`config.mk`:
```
export PLATFORM = sky130hd
export DESIGN_NAME = mdio_mgmt_slave
export DESIGN_NICKNAME = d
export VERILOG_FILES = /design/src/rtl/mdio_pkg.sv /design/src/rtl/mdio_frame.sv /design/src/rtl/mdio_regs.sv /design/src/rtl/mdio_irq.sv /design/src/rtl/mdio_mgmt_slave.sv
export SDC_FILE = /design/constraint.sdc
export NUM_CORES = 1
export LEC_CHECK = 0
export BUFFER_PORTS_ARGS = -buffer_cell sky130_fd_sc_hd__buf_2
export CAP_MARGIN = 5
export CORE_MARGIN = 2
export CORE_UTILIZATION = 30
export DETAILED_ROUTE_END_ITERATION = 7
export HOLD_SLACK_MARGIN = 0.06
export SETUP_SLACK_MARGIN = 0.3
export SYNTH_ARGS = -nofsm -noshare
export SYNTH_HDL_FRONTEND = slang
export SYNTH_HIERARCHICAL = 1
export SYNTH_SLANG_ARGS = --single-unit
```
`constraint.sdc`:
```
create_clock -name mdc_i -period 2 [get_ports mdc_i]
set_input_delay 0 -clock mdc_i [delete_from_list [all_inputs] [get_ports mdc_i]]
set_output_delay 0 -clock mdc_i [all_outputs]
set_load 0.02 [all_outputs]
```
`src/rtl/mdio_pkg.sv`:
```
`timescale 1ns/1ps
package mdio_pkg;
  typedef enum logic [2:0] {
    S_PRE, S_START, S_OP, S_ADDR, S_RTA, S_RDATA, S_WTA, S_WDATA
  } mdio_st_e;

  localparam logic [1:0] OP_RD = 2'b10;
  localparam logic [1:0] OP_WR = 2'b01;

  localparam logic [4:0] A_CTRL = 5'd0;
  localparam logic [4:0] A_STAT = 5'd1;
  localparam logic [4:0] A_IDHI = 5'd2;
  localparam logic [4:0] A_IDLO = 5'd3;
  localparam logic [4:0] A_ADV  = 5'd4;
  localparam logic [4:0] A_IEN  = 5'd22;
  localparam logic [4:0] A_IST  = 5'd23;
endpackage

```
`src/rtl/mdio_frame.sv`:
```
`timescale 1ns/1ps
module mdio_frame
  import mdio_pkg::*;
#(
  parameter int DW      = 16,
  parameter int PRE_LEN = 32
) (
  input  logic          clk_i,
  input  logic          rst_ni,
  input  logic          mdio_i,
  input  logic [4:0]    phy_addr_i,
  input  logic [DW-1:0] rd_data_i,
  output logic          mdio_o,
  output logic          mdio_oe_o,
  output logic          rd_en_o,
  output logic          wr_en_o,
  output logic [4:0]    reg_addr_o,
  output logic [DW-1:0] wr_data_o
);
  localparam int PCW = $clog2(PRE_LEN + 1);
  localparam int BCW = $clog2(DW + 1);

  mdio_st_e       state_q;
  logic [PCW-1:0] pre_cnt_q;
  logic [BCW-1:0] bit_cnt_q;
  logic [1:0]     op_q;
  logic [8:0]     hdr_q;
  logic [4:0]     reg_q;
  logic [DW-1:0]  sh_q;
  logic           o_q, oe_q;

  assign rd_en_o    = (state_q == S_RTA);
  assign wr_en_o    = (state_q == S_WDATA) && (bit_cnt_q == BCW'(DW - 1));
  assign wr_data_o  = {sh_q[DW-2:0], mdio_i};
  assign reg_addr_o = reg_q;
  assign mdio_o     = o_q;
  assign mdio_oe_o  = oe_q;

  always_ff @(posedge clk_i or negedge rst_ni) begin
    if (!rst_ni) begin
      state_q   <= S_PRE;
      pre_cnt_q <= '0;
      bit_cnt_q <= '0;
      op_q      <= '0;
      hdr_q     <= '0;
      reg_q     <= '0;
      sh_q      <= '0;
      o_q       <= 1'b0;
      oe_q      <= 1'b0;
    end else begin
      case (state_q)
        S_PRE: begin
          if (mdio_i) begin
            if (pre_cnt_q != PCW'(PRE_LEN)) pre_cnt_q <= pre_cnt_q + 1'b1;
          end else if (pre_cnt_q == PCW'(PRE_LEN)) begin
            state_q <= S_START;
          end else begin
            pre_cnt_q <= '0;
          end
        end
        S_START: begin
          pre_cnt_q <= '0;
          bit_cnt_q <= '0;
          state_q   <= mdio_i ? S_OP : S_PRE;
        end
        S_OP: begin
          op_q      <= {op_q[0], mdio_i};
          bit_cnt_q <= bit_cnt_q + 1'b1;
          if (bit_cnt_q == BCW'(1)) begin
            bit_cnt_q <= '0;
            state_q   <= S_ADDR;
          end
        end
        S_ADDR: begin
          hdr_q     <= {hdr_q[7:0], mdio_i};
          bit_cnt_q <= bit_cnt_q + 1'b1;
          if (bit_cnt_q == BCW'(9)) begin
            bit_cnt_q <= '0;
            reg_q     <= {hdr_q[3:0], mdio_i};
            if (hdr_q[8:4] == phy_addr_i && op_q == OP_RD)      state_q <= S_RTA;
            else if (hdr_q[8:4] == phy_addr_i && op_q == OP_WR) state_q <= S_WTA;
            else                                                state_q <= S_PRE;
          end
        end
        S_RTA: begin
          oe_q      <= 1'b1;
          o_q       <= 1'b0;
          sh_q      <= rd_data_i;
          bit_cnt_q <= '0;
          state_q   <= S_RDATA;
        end
        S_RDATA: begin
          if (bit_cnt_q == BCW'(DW)) begin
            oe_q      <= 1'b0;
            o_q       <= 1'b0;
            pre_cnt_q <= '0;
            state_q   <= S_PRE;
          end else begin
            o_q       <= sh_q[DW-1];
            sh_q      <= {sh_q[DW-2:0], 1'b0};
            bit_cnt_q <= bit_cnt_q + 1'b1;
          end
        end
        S_WTA: begin
          bit_cnt_q <= bit_cnt_q + 1'b1;
          if (bit_cnt_q == BCW'(1)) begin
            bit_cnt_q <= '0;
            state_q   <= S_WDATA;
          end
        end
        S_WDATA: begin
          sh_q      <= {sh_q[DW-2:0], mdio_i};
          bit_cnt_q <= bit_cnt_q + 1'b1;
          if (bit_cnt_q == BCW'(DW - 1)) begin
            pre_cnt_q <= '0;
            state_q   <= S_PRE;
          end
        end
        default: state_q <= S_PRE;
      endcase
    end
  end
endmodule

```
`src/rtl/mdio_regs.sv`:
```
`timescale 1ns/1ps
module mdio_regs
  import mdio_pkg::*;
#(
  parameter int             DW       = 16,
  parameter logic [DW-1:0]  CTRL_RST = 16'h3100,
  parameter logic [DW-1:0]  ADV_RST  = 16'h01E1,
  parameter logic [DW-1:0]  STAT_VAL = 16'h7809,
  parameter logic [DW-1:0]  ID_HI    = 16'h0015,
  parameter logic [DW-1:0]  ID_LO    = 16'hF450
) (
  input  logic          clk_i,
  input  logic          rst_ni,
  input  logic          wr_en_i,
  input  logic [4:0]    addr_i,
  input  logic [DW-1:0] wr_data_i,
  input  logic [DW-1:0] irq_stat_i,
  output logic [DW-1:0] rd_data_o,
  output logic [DW-1:0] irq_en_o
);
  logic [DW-1:0] ctrl_q, adv_q, ien_q;

  always_ff @(posedge clk_i or negedge rst_ni) begin
    if (!rst_ni) begin
      ctrl_q <= CTRL_RST;
      adv_q  <= ADV_RST;
      ien_q  <= '0;
    end else if (wr_en_i) begin
      case (addr_i)
        A_CTRL:  ctrl_q <= wr_data_i;
        A_ADV:   adv_q  <= wr_data_i;
        A_IEN:   ien_q  <= wr_data_i;
        default: ;
      endcase
    end
  end

  always_comb begin
    case (addr_i)
      A_CTRL:  rd_data_o = ctrl_q;
      A_STAT:  rd_data_o = STAT_VAL;
      A_IDHI:  rd_data_o = ID_HI;
      A_IDLO:  rd_data_o = ID_LO;
      A_ADV:   rd_data_o = adv_q;
      A_IEN:   rd_data_o = ien_q;
      A_IST:   rd_data_o = irq_stat_i;
      default: rd_data_o = '0;
    endcase
  end

  assign irq_en_o = ien_q;
endmodule

```
`src/rtl/mdio_irq.sv`:
```
`timescale 1ns/1ps
module mdio_irq #(
  parameter int DW = 16
) (
  input  logic          clk_i,
  input  logic          rst_ni,
  input  logic [DW-1:0] src_i,
  input  logic          clr_i,
  input  logic [DW-1:0] en_i,
  output logic [DW-1:0] stat_o,
  output logic          irq_o
);
  logic [DW-1:0] stat_q;

  for (genvar i = 0; i < DW; i++) begin : g_bit
    // clear first, then merge new events so a same-edge event survives
    always_ff @(posedge clk_i or negedge rst_ni) begin
      if (!rst_ni) stat_q[i] <= 1'b0;
      else         stat_q[i] <= (stat_q[i] & ~clr_i) | src_i[i];
    end
  end

  assign stat_o = stat_q;
  assign irq_o  = |(stat_q & en_i);
endmodule

```
`src/rtl/mdio_mgmt_slave.sv`:
```
`timescale 1ns/1ps
module mdio_mgmt_slave
  import mdio_pkg::*;
#(
  parameter int DW      = 16,
  parameter int PRE_LEN = 32
) (
  input  logic          mdc_i,
  input  logic          rst_ni,
  input  logic          mdio_i,
  output logic          mdio_o,
  output logic          mdio_oe_o,
  input  logic [4:0]    phy_addr_i,
  input  logic [DW-1:0] irq_src_i,
  output logic          irq_o
);
  logic          rd_en, wr_en;
  logic [4:0]    reg_addr;
  logic [DW-1:0] rd_data, wr_data, irq_stat, irq_en;

  mdio_frame #(.DW(DW), .PRE_LEN(PRE_LEN)) i_frame (
    .clk_i      (mdc_i),
    .rst_ni     (rst_ni),
    .mdio_i     (mdio_i),
    .phy_addr_i (phy_addr_i),
    .rd_data_i  (rd_data),
    .mdio_o     (mdio_o),
    .mdio_oe_o  (mdio_oe_o),
    .rd_en_o    (rd_en),
    .wr_en_o    (wr_en),
    .reg_addr_o (reg_addr),
    .wr_data_o  (wr_data)
  );

  mdio_regs #(.DW(DW)) i_regs (
    .clk_i      (mdc_i),
    .rst_ni     (rst_ni),
    .wr_en_i    (wr_en),
    .addr_i     (reg_addr),
    .wr_data_i  (wr_data),
    .irq_stat_i (irq_stat),
    .rd_data_o  (rd_data),
    .irq_en_o   (irq_en)
  );

  mdio_irq #(.DW(DW)) i_irq (
    .clk_i  (mdc_i),
    .rst_ni (rst_ni),
    .src_i  (irq_src_i),
    .clr_i  (rd_en && reg_addr == A_IST),
    .en_i   (irq_en),
    .stat_o (irq_stat),
    .irq_o  (irq_o)
  );
endmodule

```
# ---- Yosys cells after proc, flatten, opt, wreduce, memory -nomap -nowiden
# Cells that the tools add are included.
dict set report classes {
  add_sub_neg 2
  mul 0
  div 0
  n_lt_le_gt_ge 0
  n_eq_ne 32
  shifts 0
  mux 28
  bitwise_logic 34
  n_reduce_logical 22
}
# operator count
set op_table {}
lappend op_table {{$pmux 16 s7} 1}
lappend op_table {{$pmux 16 s3} 1}
lappend op_table {{$mux 6} 5}
lappend op_table {{$mux 3} 9}
lappend op_table {{$pmux 5 s5} 1}
lappend op_table {{$pmux 3 s8} 1}
lappend op_table {{$pmux 6 s4} 1}
lappend op_table {{$and 1x1->1} 16}
lappend op_table {{$and 16x16->16} 1}
lappend op_table {{$mux 16} 1}
lappend op_table {{$or 1x1->1} 16}
lappend op_table {{$reduce_or 16->1} 1}
lappend op_table {{$eq 5x5->1 const B} 3}
lappend op_table {{$mux 5} 3}
lappend op_table {{$reduce_and 2->1} 7}
lappend op_table {{$eq 3x3->1 const B} 4}
lappend op_table {{$eq 5x1->1 const B} 2}
lappend op_table {{$eq 5x2->1 const B} 2}
lappend op_table {{$eq 5x4->1 const B} 2}
lappend op_table {{$ne 2x1->1 const B} 5}
lappend op_table {{$reduce_and 7->1} 1}
lappend op_table {{$add 6x1->6 const B} 1}
lappend op_table {{$eq 3x2->1 const B} 2}
lappend op_table {{$eq 6x6->1 const B} 1}
lappend op_table {{other kinds (23)} 31}
dict set report word_totals {
  register_bits 112
  latchBits 0
  ram_bits 0
  romBits 0
  out_inout_bits 3
  elab_cells 146
  memories 0
}

# ---- Logic depth before layout (Yosys ltp)
# Gate-level depths: netlist (run 1).
dict set report depth {
  ltp_word 6
  ltp_mapped 8
  depth_no_buf 7
}

# ---- Hierarchy
# Netlist (run 1), hierarchy kept.
# module instances cells_per_inst area_each_um2 seq_area_each_um2
set by_module_without_submodules {}
lappend by_module_without_submodules {mdio_frame 1 255 2717.6 1201.2}
lappend by_module_without_submodules {mdio_regs 1 214 2511.2 1211.2}
lappend by_module_without_submodules {mdio_irq 1 43 630.6 400.4}
lappend by_module_without_submodules {mdio_mgmt_slave 1 2 18.8 0.0}

# ---- Least setup slack after synthesis (run 1)
# OpenSTA, ideal clock, no wires.
dict set report synth_path {
  path_kind {register to register}
  start {register i_frame.bit_cnt_q[0]}
  end {register i_regs.adv_q[10]}
  arrival_time_ns 2.012
  t_required_ns 1.875
  path_slack_ns -0.137
  stages_incl_launch_ff 9
  n_path_buf 2
  period_less_slack_ns 2.137
  cell_sequence {dfrtp_1 ha_1 and3_1 ha_1 and4_1 and3_1 buf_2 buf_4 mux2_2}
}
dict set report synth_via {
  elab_chain_cells 3
}
# element line_no
set synth_lines {}
lappend synth_lines {{start, declared} mdio_frame.sv:25} ;# logic [BCW-1:0] bit_cnt_q;
lappend synth_lines {{start signal, assigned} mdio_frame.sv:68} ;# bit_cnt_q <= bit_cnt_q + 1'b1;
lappend synth_lines {{start signal, assigned} mdio_frame.sv:76} ;# bit_cnt_q <= bit_cnt_q + 1'b1;
lappend synth_lines {{start signal, assigned} mdio_frame.sv:101} ;# bit_cnt_q <= bit_cnt_q + 1'b1;
lappend synth_lines {{$eq 5x4->1} mdio_frame.sv:33} ;# assign wr_en_o = (state_q == S_WDATA) && (bit_cnt_q == BCW'(DW - 1));
lappend synth_lines {{$logic_and 1x1->1} mdio_frame.sv:33}
lappend synth_lines {{via wr_en} mdio_mgmt_slave.sv:17} ;# logic rd_en, wr_en;
lappend synth_lines {{$reduce_and 2->1 (no line)} -}
lappend synth_lines {{end signal, assigned} mdio_regs.sv:31} ;# A_ADV: adv_q <= wr_data_i;
lappend synth_lines {{end, declared} mdio_regs.sv:21} ;# logic [DW-1:0] ctrl_q, adv_q, ien_q;
# The timed path passes the listed nets, and every way through them passes these cells.
# A chain may end at the register's enable or synchronous reset.

# ---- Worst setup path after layout (run 1)
dict set report layout_path {
  start {register i_frame.bit_cnt_q[1]}
  end {register i_frame.pre_cnt_q[0]}
}
dict set report layout_via {
  elab_chain_cells 3
}
# element line_no
set layout_lines {}
lappend layout_lines {{$eq 5x4->1 or $eq 5x5->1 (tied branches)} {mdio_frame.sv:114, mdio_frame.sv:93}}
lappend layout_lines {{$ne 2x2->1 (no line) or $ne 2x1->1 (tied branches)} -}
lappend layout_lines {{$reduce_and 5->1 (no line) (*)} -}
lappend layout_lines {{end signal, assigned} mdio_frame.sv:54} ;# if (pre_cnt_q != PCW'(PRE_LEN)) pre_cnt_q <= pre_cnt_q + 1'b1;
lappend layout_lines {{end, declared} mdio_frame.sv:24} ;# logic [PCW-1:0] pre_cnt_q;
# Every way passes the cells marked *; elsewhere a longest branch is shown, timed or not.

==> results of run 1 <==
## power groups by stage
stage	Combinational [µW]	Sequential [µW]	Clock, µW
2_1_floorplan	1560	2770	0
3_3_place_gp	1960	2880	0
3_5_place_dp	2040	2910	0
4_1_cts	2250	2840	1850
5_1_grt	2930	2880	1930
6_report	2700	2840	1800
## cells by family (layout without fill, tap and decap cells)
| group | Yosys count | after routing |
|---|---|---|
| flops | 112 | 112 |
| simple gates | 158 | 158 |
| buf+inv | 55 | 132 |
| fa+ha+maj | 6 | 6 |
| xor+xnor | 5 | 5 |
| mux | 84 | 84 |
| compound gates | 94 | 94 |
## metrics by stage
stage	setup TNS (ps)	std cells	hold WS (ps)	total power [µW]
after CTS	0	839	80.77	6948
final	0	856	98.45	7342
after global placement	-35.83	790	41.09	4842
after floorplan	0	514	-295.6	4333
after global routing	-159.8	856	106.7	7743
after detailed placement	-236.1	790	52.39	4943
## worst paths after layout
check                                startpoint                     to  slack, ps  cells after the start
max in group asynchronous                rst_ni        i_regs/adv_q[5]       1090                      3
hold / removal                           mdio_i  i_frame/reg_addr_o[0]        100                      2
min in group asynchronous                rst_ni        i_frame/sh_q[8]        200                      2
hold reg to reg                  i_frame/mdio_o         i_frame/mdio_o        490                      2
setup / recovery           i_frame/bit_cnt_q[1]   i_frame/pre_cnt_q[0]        0.6                      8
setup reg to reg           i_frame/bit_cnt_q[1]   i_frame/pre_cnt_q[0]        0.6                      8
## state kept, by name, summed over array words and instances (netlist names)
name,count
i_frame/bit_cnt_q,5
i_frame/mdio_oe_o,1
i_frame/pre_cnt_q,6
i_regs/adv_q,16
i_frame/hdr_q,9
i_frame/state_q,3
i_irq/stat_o,16
i_frame/op_q,2
i_regs/ctrl_q,16
i_frame/mdio_o,1
i_frame/sh_q,16
i_frame/reg_addr_o,5
i_regs/irq_en_o,16
## routing by layer
layer / routed length (µm) / part of all wire, % / GRT usage, %
met5: 0 / 0 / 0
met4: 214 / 1.4 / 3.612
met3: 669 / 4.4 / 3.013
met2: 7420 / 49 / 24.04
met1: 6865 / 45 / 18.93
## worst register-to-register path, delay by kind of cell (launching register included)
family / cells / cell delay [ps]
compound gates: 3 / 610
fa+ha+maj: 2 / 350
buf+inv: 1 / 200
flops: 1 / 380
simple gates: 2 / 340
## layout by cell type, fill, tap and decap left out, types with 3 or more instances in the layout
cell type,instances
nor2_1,4
o221ai_1,3
dlygate4sd3_1,19
or2_2,5
and3_4,4
o21ai_2,7
nand2_1,32
or3_1,5
o211ai_1,9
mux2_4,38
a21oi_1,4
a21o_1,18
ha_4,3
buf_6,8
clkinv_2,3
o21ai_1,18
dfrtp_1,98
mux2_2,27
o21ai_0,7
inv_1,6
nand3_1,55
nand2b_1,5
nand4_1,13
xor2_1,3
dfrtp_2,6
dfstp_2,8
buf_4,40
clkbuf_16,12
a22o_1,4
buf_12,10
buf_2,25
nor2b_1,7
mux2i_1,19
a221oi_2,4
## area by class of cell
cell class	instances	area (µm²)	area share [%]
Sequential cell	112	2820	37.37
Clock buffer	12	246.5	3.266
Tap cell	265	331.6	4.393
Timing Repair Buffer	107	1036	13.73
Inverter	9	50.05	0.6631
Multi-Input combinational cell	347	3018	39.99
Clock inverter	4	45.04	0.5968
## what timing repair did
| item | 4_1_cts | 5_1_grt |
|---|---|---|
| setup endpoints to repair | 92 | 99 |
| resized for setup | 28 | 73 |
| gates cloned | 2 | 4 |
| pin swaps | 9 | 23 |
| endpoints found under the hold margin | 57 | 0 |
| setup buffers | 12 | 13 |
| hold buffers | 19 | 0 |
==> qor.yml, run 1 <==
vias: 4339
ys_warn_count: 6
crit_type: "reg -> reg"
yosys.cell_types.count: 72
die_h_um: 144.0
fillCellCount: 1845
synth_compound_area_share_pct: 11.86
dp_worst_setup_slack_ps: -67.14
yosys.area_share.adder_pct: 1.277
yosysSeqAreaShare_pct: 47.85
final_util_pct: 39.03
synthCells: 514
path_cells: "ha_2, and3_4, ha_4, and4_4, a311oi_4, buf_4, a211oi_2, a21o_1"
crit_path_max_incr_delay_ps: 390
antenna_cells: 0
skew_ps: 10.14
antenna_found_initial: 0
die_x_um: 144.0
routed_wl_um: 15170
layout-drive-gt1-share_pct: 40.10
yosys.area.top_type_share_pct: 44.27
crit_buf_inv: 1
design_area_um2: 7547
root_buffer: "clkbuf_16"
synth_edf_count: 0
worst_slack_ps: 0.6430
grt_max_degree: 45
synthToLayoutAreaGrowth_pct: 28.40
grt_pass1_vias: 4478
firstDrtPassIters: 4
hold_class: "in -> reg"
cts.sinks: 112
pwr_density_cell_nw_per_um2: 972.8
slowest_stage: "a311oi_4"
grt_pass1_wl_um: 23270
cellLeakagePower_uw: 0.003288
maxCapViolCount: 0
pin_count: 27
yosys-top-cells-area: "dfrtp_1, mux2_2, nand3_1, dfstp_2, mux2i_1"
postSynthAreaPerCell_um2: 11.44
rows: 51
synth_top_family_by_area: "multiplexers"
synth_ff_type: "dfrtp_1"
setup_viol: 0
crit_family: "compound AO/OA/AOI/OAI gates"
crit_arrival_ps: 2240
dpl.hpwl_um: 9486
slew_viol_final: 0
grt_overflow_total: 0
drt.antenna.violating_nets: 0
pwr-share-comb_pct: 36.8
synth_common_cells: "dfrtp_1, nand3_1, mux2_2"
fp.coreArea_um2: 19330
switching_share_pct: 33.94
synthSimpleGateAreaFrac_pct: 16.11
synth_top_cell_by_area: "dfrtp_1"
p_seq_share_pct: 38.6
start_util_pct: 30.40
synth_xor_xnor_area_share_pct: 0.7450
gp_congestion: 0.8055
syn_nets: 544
clkLatencyLatePin_ps: 360
slew_headroom_pct: 57.71
synthesis.area_um2: 5878
max_clock_freq_mhz: 500.2
power.internal_uw: 4850
hold_viol_final: 0
nets: 616
period_needed_ps: 1999
synthArstFlopShare_pct: 100.0
p_clk_share_pct: 24.6
tightest_slew_ps: 634.3
synth_mux_area_share_pct: 16.39
synth-seq-cells: 112
grt_usage_pct: 14.33
wl_per_cell_um: 17.72
cp-end-kind: "flip-flop"
port_buffers: 26
switching_power_uw: 2491
vias_per_cell: 5.069
startpoint_type: "flip-flop"
cts_made_buffers: 9
rsz0062_at_grt: "true"
post_dp_cell_area_um2: 6426
timing.final.crit_share_pct: 99.97
crit_required_ps: 2240
clk_path_buf_depth: 2
post-route-drc-count: 0
drt_iter0_markers: 249
yosysMostFrequentCell: "dfrtp_1"
die_area_um2: 20730
status: "completed"
cp_max_fo: 6
clk_pin_slew_ps: 70
ir_drop_mv: 0.5977
cts_max_level: 3
cts_tree: "yes"
No activity file was read; power rests on OpenSTA's default activity.
==> inputs of run 2 (changes only) <==
--- a/config.mk
+++ b/config.mk
@@ -7,6 +7,7 @@
 export LEC_CHECK = 0
 export BUFFER_PORTS_ARGS = -buffer_cell sky130_fd_sc_hd__buf_2
 export CAP_MARGIN = 5
+export CORE_ASPECT_RATIO = 1.2
 export CORE_MARGIN = 2
 export CORE_UTILIZATION = 30
 export DETAILED_ROUTE_END_ITERATION = 7
==> qor.yml, run 2 (same netlist as run 1, synthesis figures left out) <==
fillCellCount: 1894  # +2.7%
vias: 4276  # -1.5%
grt_pass1_vias: 4329  # -3.3%
timing.rr.end: "i_frame/pre_cnt_q[5]"
hold_viol_final: 0  # unchanged
post_dp_cell_area_um2: 6409  # -0.27%
grt_overflow_total: 0  # unchanged
cp-end-kind: "flip-flop"
drt_iter0_markers: 214  # -14%
slowest_stage: "dfrtp_1"
rsz0062_at_grt: "true"
cts_made_buffers: 9  # unchanged
p_clk_share_pct: 26.2  # +1.6 points
cts.sinks: 112  # unchanged
power.total_uw: 7251  # -1.2%
start_util_pct: 30.29  # -0.12 points
crit_required_ps: 2230  # about the same
pwr-share-comb_pct: 34.5  # -2.3 points
r2r_slack_ps: -50  # -50 ps
max_clock_freq_mhz: 487.2  # -2.6%
antenna_cells: 0  # unchanged
startpoint_type: "flip-flop"
tightest_slew_ps: 452.0  # -182.4 ps
grt_max_degree: 68  # +51%
crit_arrival_ps: 2290  # +50 ps
pwr_density_cell_nw_per_um2: 978.6  # +0.60%
grt_usage_pct: 14.00  # -0.34 points
period_needed_ps: 2052  # +53.13 ps
clkLatencyLatePin_ps: 360  # about the same
final_cell_mix: "dfrtp_1, nand3_1, buf_4, mux2_4, nand2_1"
dp_cells: 786  # -0.51%
worst_slack_ps: -52.49  # -53.13 ps
post-route-drc-count: 0  # unchanged
power.internal_uw: 4747  # -2.1%
rows: 56  # +9.8%
ir_drop_mv: 0.5941  # -0.59%
die_area_um2: 20730  # about the same
vias_per_cell: 5.042  # -0.52%
routed_wl_um: 15010  # -1.0%
p_seq_share_pct: 39.3  # +0.7 points
synthToLayoutAreaGrowth_pct: 26.05
cellLeakagePower_uw: 0.003246  # -1.3%
r2r_start: "i_frame/bit_cnt_q[1]"
crit_type: "reg -> reg"
path_cells: "ha_2, and3_4, ha_4, and4_4, a311oi_4, buf_4, and2_4, o211ai_1"
switching_power_uw: 2504  # +0.50%
wl_per_cell_um: 17.71  # about the same
die_x_um: 131.8  # -8.5%
reg2reg_depth: 8  # unchanged
violations: "setup timing"
die_h_um: 157.3  # +9.3%
cp_max_fo: 5  # -1
setup_viol: 3  # +3
layout_commonest_cell: "dfrtp_1"
drt.antenna.violating_nets: 0  # unchanged
slew_headroom_pct: 69.87  # +12 points
crit_family: "simple AND/OR/NAND/NOR gates"
dp_worst_setup_slack_ps: -141.1  # -73.99 ps
clk_pin_slew_ps: 80  # about the same
cts_tree: "yes"
crit_buf_inv: 1  # unchanged
hold_class: "in -> async"
slew_viol_final: 0  # unchanged
status: "complete, but fails checks"
clk_path_buf_depth: 2  # unchanged
port_buffers: 26  # unchanged
switching_share_pct: 34.53  # +0.60 points
design_area_um2: 7410  # -1.8%
pin_count: 27  # unchanged
antenna_found_initial: 0  # unchanged
dpl.hpwl_um: 9447  # -0.41%
crit_path_max_incr_delay_ps: 400  # about the same
fp.coreArea_um2: 19410  # +0.38%
root_buffer: "clkbuf_16"
timing.final.crit_share_pct: 102.6  # +2.7 points
skew_ps: 12.58  # +2.436 ps
grt_pass1_wl_um: 22980  # -1.2%
nets: 612  # -0.65%
gp_congestion: 0.8072  # +0.21%
final_cells: 848  # -0.93%
maxCapViolCount: 0  # unchanged
setup-tns-final_ps: -132.8  # -132.8 ps
cts_max_level: 3  # unchanged
layout-drive-gt1-share_pct: 39.18  # -0.92 points
firstDrtPassIters: 4  # unchanged
## run 2: cell count changes in the layout (fill, tap and decap cells not counted), moves of 3 or more
cell	change
buf_6	-5
inv_6	+4
o21ai_1	-7
dfrtp_1	+5
buf_4	+4
o21ai_0	+9
dfrtp_2	-5
clkinv_2	-3
## run 2: repair_timing
item | CTS | global route
hold buffers | 19 | 0
setup buffers | 8 | 14
pin swaps | 11 | 10
resized for setup | 34 | 40
gates cloned | 1 | 4
setup endpoints to repair | 97 | 96
endpoints found under the hold margin | 122 | 0
## run 2: worst register-to-register path: cells and delay by family (launching register included)
family	cells	cell delay, ps
buf+inv	1	200
flops	1	400
compound gates	2	470
fa+ha+maj	2	360
simple gates	3	500
## run 2: how the worst max path moves through the flow
stage	slack [ps]	depth (start not counted)	from	to
after floorplan	10	8	i_frame/bit_cnt_q[0]	i_regs/adv_q[10]
after global placement	-10	7	i_frame/bit_cnt_q[1]	i_frame/pre_cnt_q[2]
after detailed placement	-140	7	i_frame/bit_cnt_q[1]	i_frame/pre_cnt_q[3]
after CTS	-30	7	i_frame/bit_cnt_q[0]	i_frame/pre_cnt_q[3]
after global routing	-120	8	i_frame/bit_cnt_q[0]	i_frame/pre_cnt_q[4]
final	-50	8	i_frame/bit_cnt_q[1]	i_frame/pre_cnt_q[5]
## run 2: cell type report
| cell class | instances | area, µm² | area share (%) |
|---|---|---|---|
| clock buffer | 9 | 225.2 | 3.040 |
| multi-input combinational | 347 | 2982 | 40.24 |
| sequential | 112 | 2814 | 37.98 |
| tap | 261 | 326.6 | 4.407 |
| inverter | 9 | 36.28 | 0.4897 |
| timing repair buffer | 103 | 942.2 | 12.72 |
| clock inverter | 7 | 83.83 | 1.131 |
## run 2: layer usage
metal | track usage (%) | part of all wire, % | up-vias
met2 | 26.08 | 54 | 64
met3 | 2.802 | 2.5 | 6
met4 | 3.468 | 0.56 | 0
li1 | - | - | 2002
met5 | 0 | 0 | -
met1 | 16.51 | 43 | 2204
## run 2: stage by stage
| stage | hold slack [ps] | util (%) |
|---|---|---|
| global placement | -151.9 | 33.02 |
| CTS | 65.26 | 36.67 |
| floorplan | -295.6 | - |
| finish | 50.74 | 38.18 |
| global route | 85.08 | 38.18 |
| detailed placement | -146.1 | 33.02 |
## run 2: power groups by stage
stage	logic [µW]	clock network, µW	registers (µW)
final	2500	1900	2850
after floorplan	1560	0	2770
after CTS	2220	1950	2840
after detailed placement	2060	0	2890
after global routing	2730	2030	2890
after global placement	2000	0	2870
==> inputs of run 3 (changes only) <==
--- a/config.mk
+++ b/config.mk
@@ -12,6 +12,7 @@
 export CORE_UTILIZATION = 30
 export DETAILED_ROUTE_END_ITERATION = 7
 export HOLD_SLACK_MARGIN = 0.06
+export REMOVE_ABC_BUFFERS = 1
 export SETUP_SLACK_MARGIN = 0.3
 export SYNTH_ARGS = -nofsm -noshare
 export SYNTH_HDL_FRONTEND = slang
==> qor.yml, run 3 (same netlist as run 1, synthesis figures left out) <==
maxCapViolCount: 0  # unchanged
startpoint_type: "flip-flop"
clk_pin_slew_ps: 70  # about the same
grt_pass1_wl_um: 23530  # +2.4%
cts_made_buffers: 9  # unchanged
die_area_um2: 20730  # unchanged
drt_iter0_markers: 171  # -20%
vias: 4298  # +0.51%
slew_viol_final: 0  # unchanged
nets: 602  # -1.6%
final_util_pct: 37.71  # -0.46 points
grt_overflow_total: 0  # unchanged
grt_pass1_vias: 4496  # +3.9%
fillCellCount: 1886  # -0.42%
period_needed_ps: 1971  # -81.17 ps
grt_max_degree: 58  # -15%
design_area_um2: 7320  # -1.2%
crit_path_max_incr_delay_ps: 370  # -30 ps
die_h_um: 157.3  # unchanged
gp_congestion: 0.8226  # +1.9%
layout-drive-gt1-share_pct: 37.78  # -1.4 points
rsz0062_at_grt: "true"
pwr_density_cell_nw_per_um2: 995.4  # +1.7%
max_clock_freq_mhz: 507.3  # +4.1%
seq_area_um2: 2819  # +0.18%
post-route-drc-count: 0  # unchanged
hold_class: "in -> async"
cts_max_level: 3  # unchanged
crit_arrival_ps: 2220  # -70 ps
port_buffers: 26  # unchanged
firstDrtPassIters: 4  # unchanged
pin_count: 27  # unchanged
cp-end-kind: "flip-flop"
rows: 56  # unchanged
drt.antenna.violating_nets: 0  # unchanged
layout_commonest_cell: "dfrtp_1"
antenna_found_initial: 0  # unchanged
clk_path_buf_depth: 2  # unchanged
dp_cells: 788  # +0.25%
tightest_slew_ps: 475.3  # +23.36 ps
slew_headroom_pct: 68.31  # -1.6 points
skew_ps: 9.206  # -3.373 ps
r2r_slack_ps: 30  # +80 ps
die_x_um: 131.8  # unchanged
setup_viol: 0  # -3
synthToLayoutAreaGrowth_pct: 24.52
status: "completed"
grt_usage_pct: 14.35  # +0.35 points
final_cell_mix: "dfrtp_1, nand3_1, mux2_2, nand2_1, buf_4"
hold_viol_final: 0  # unchanged
multi_input_area_um2: 2914  # -2.3%
vias_per_cell: 5.129  # +1.7%
cts.sinks: 112  # unchanged
crit_type: "reg -> reg"
timing.final.crit_share_pct: 98.57  # -4.1 points
crit_required_ps: 2250  # +20 ps
antenna_cells: 0  # unchanged
path_cells: "ha_2, and3_4, ha_4, and4_4, and3_4, buf_12, mux2_2"
fp.coreArea_um2: 19410  # unchanged
cellLeakagePower_uw: 0.003185  # -1.9%
slowest_stage: "dfrtp_1"
wl_per_cell_um: 17.40  # -1.7%
dpl.hpwl_um: 9301  # -1.5%
routed_wl_um: 14580  # -2.9%
cp_max_fo: 8  # +3
crit_buf_inv: 1  # unchanged
crit_family: "simple AND/OR/NAND/NOR gates"
clkLatencyLatePin_ps: 370  # about the same
ir_drop_mv: 0.6770  # +14%
final_cells: 838  # -1.2%
post_dp_cell_area_um2: 6367  # -0.64%
root_buffer: "clkbuf_16"
crit_top_cell: "and3_4"
cts_tree: "yes"
start_util_pct: 30.29  # unchanged
-- run 3: path summary, 6_finish.rpt --
path | cells past startpoint | endpoint | startpoint
setup / recovery | 7 | i_regs/adv_q[15] | i_frame/bit_cnt_q[0]
hold / removal | 2 | i_frame/pre_cnt_q[0] | rst_ni
setup reg to reg | 7 | i_regs/adv_q[15] | i_frame/bit_cnt_q[0]
hold reg to reg | 1 | i_regs/ctrl_q[0] | i_regs/ctrl_q[0]
max in group asynchronous | 3 | i_regs/adv_q[6] | rst_ni
min in group mdc_i | 5 | i_frame/state_q[2] | phy_addr_i[3]
-- run 3: per-stage QoR --
| step | setup TNS (ps) | total power [µW] | setup slack, ps | hold slack, ps |
|---|---|---|---|---|
| after floorplan | -20720 | 4144 | -573.2 | -295.6 |
| after global placement | -617.2 | 4850 | -61.36 | -51.05 |
| after detailed placement | -2192 | 4915 | -143.5 | -44.00 |
| after CTS | 0 | 7158 | 24.69 | 101.3 |
| after global routing | 0 | 7662 | 0.06639 | 141.5 |
| final | 0 | 7286 | 28.68 | 96.50 |
-- run 3: repair_timing --
action	4_1_cts	5_1_grt
pin swaps	11	12
hold buffers	20	0
gates cloned	3	1
hold endpoints to repair	127	0
buffers inserted	6	4
resized for setup	45	38
endpoints found under the setup margin	98	98
-- run 3: cell type report --
class                   instances  share of cell area, %
multi-input cells             347                  39.81
flip-flops and latches        112                  38.51
repair buffers                 93                  11.90
well taps                     261                  4.462
clock buffers                  10                  3.265
clock inverters                 6                  1.333
inverters                       9                 0.7179
-- run 3: power breakdown --
group          internal, µW  leakage (µW)  total, µW  switching [µW]
Sequential             2530       0.00140       2840             309
Combinational          1130       0.00162       2420            1290
Clock                  1150      0.000166       2030             875
-- run 3: layer usage --
metal  wire (µm)  track usage [%]  share of wire (%)
met3         573            3.285                3.9
met1        6245            17.04                 43
met2        7454            25.78                 51
met5           0                0                  0
met4         309            4.607                2.1
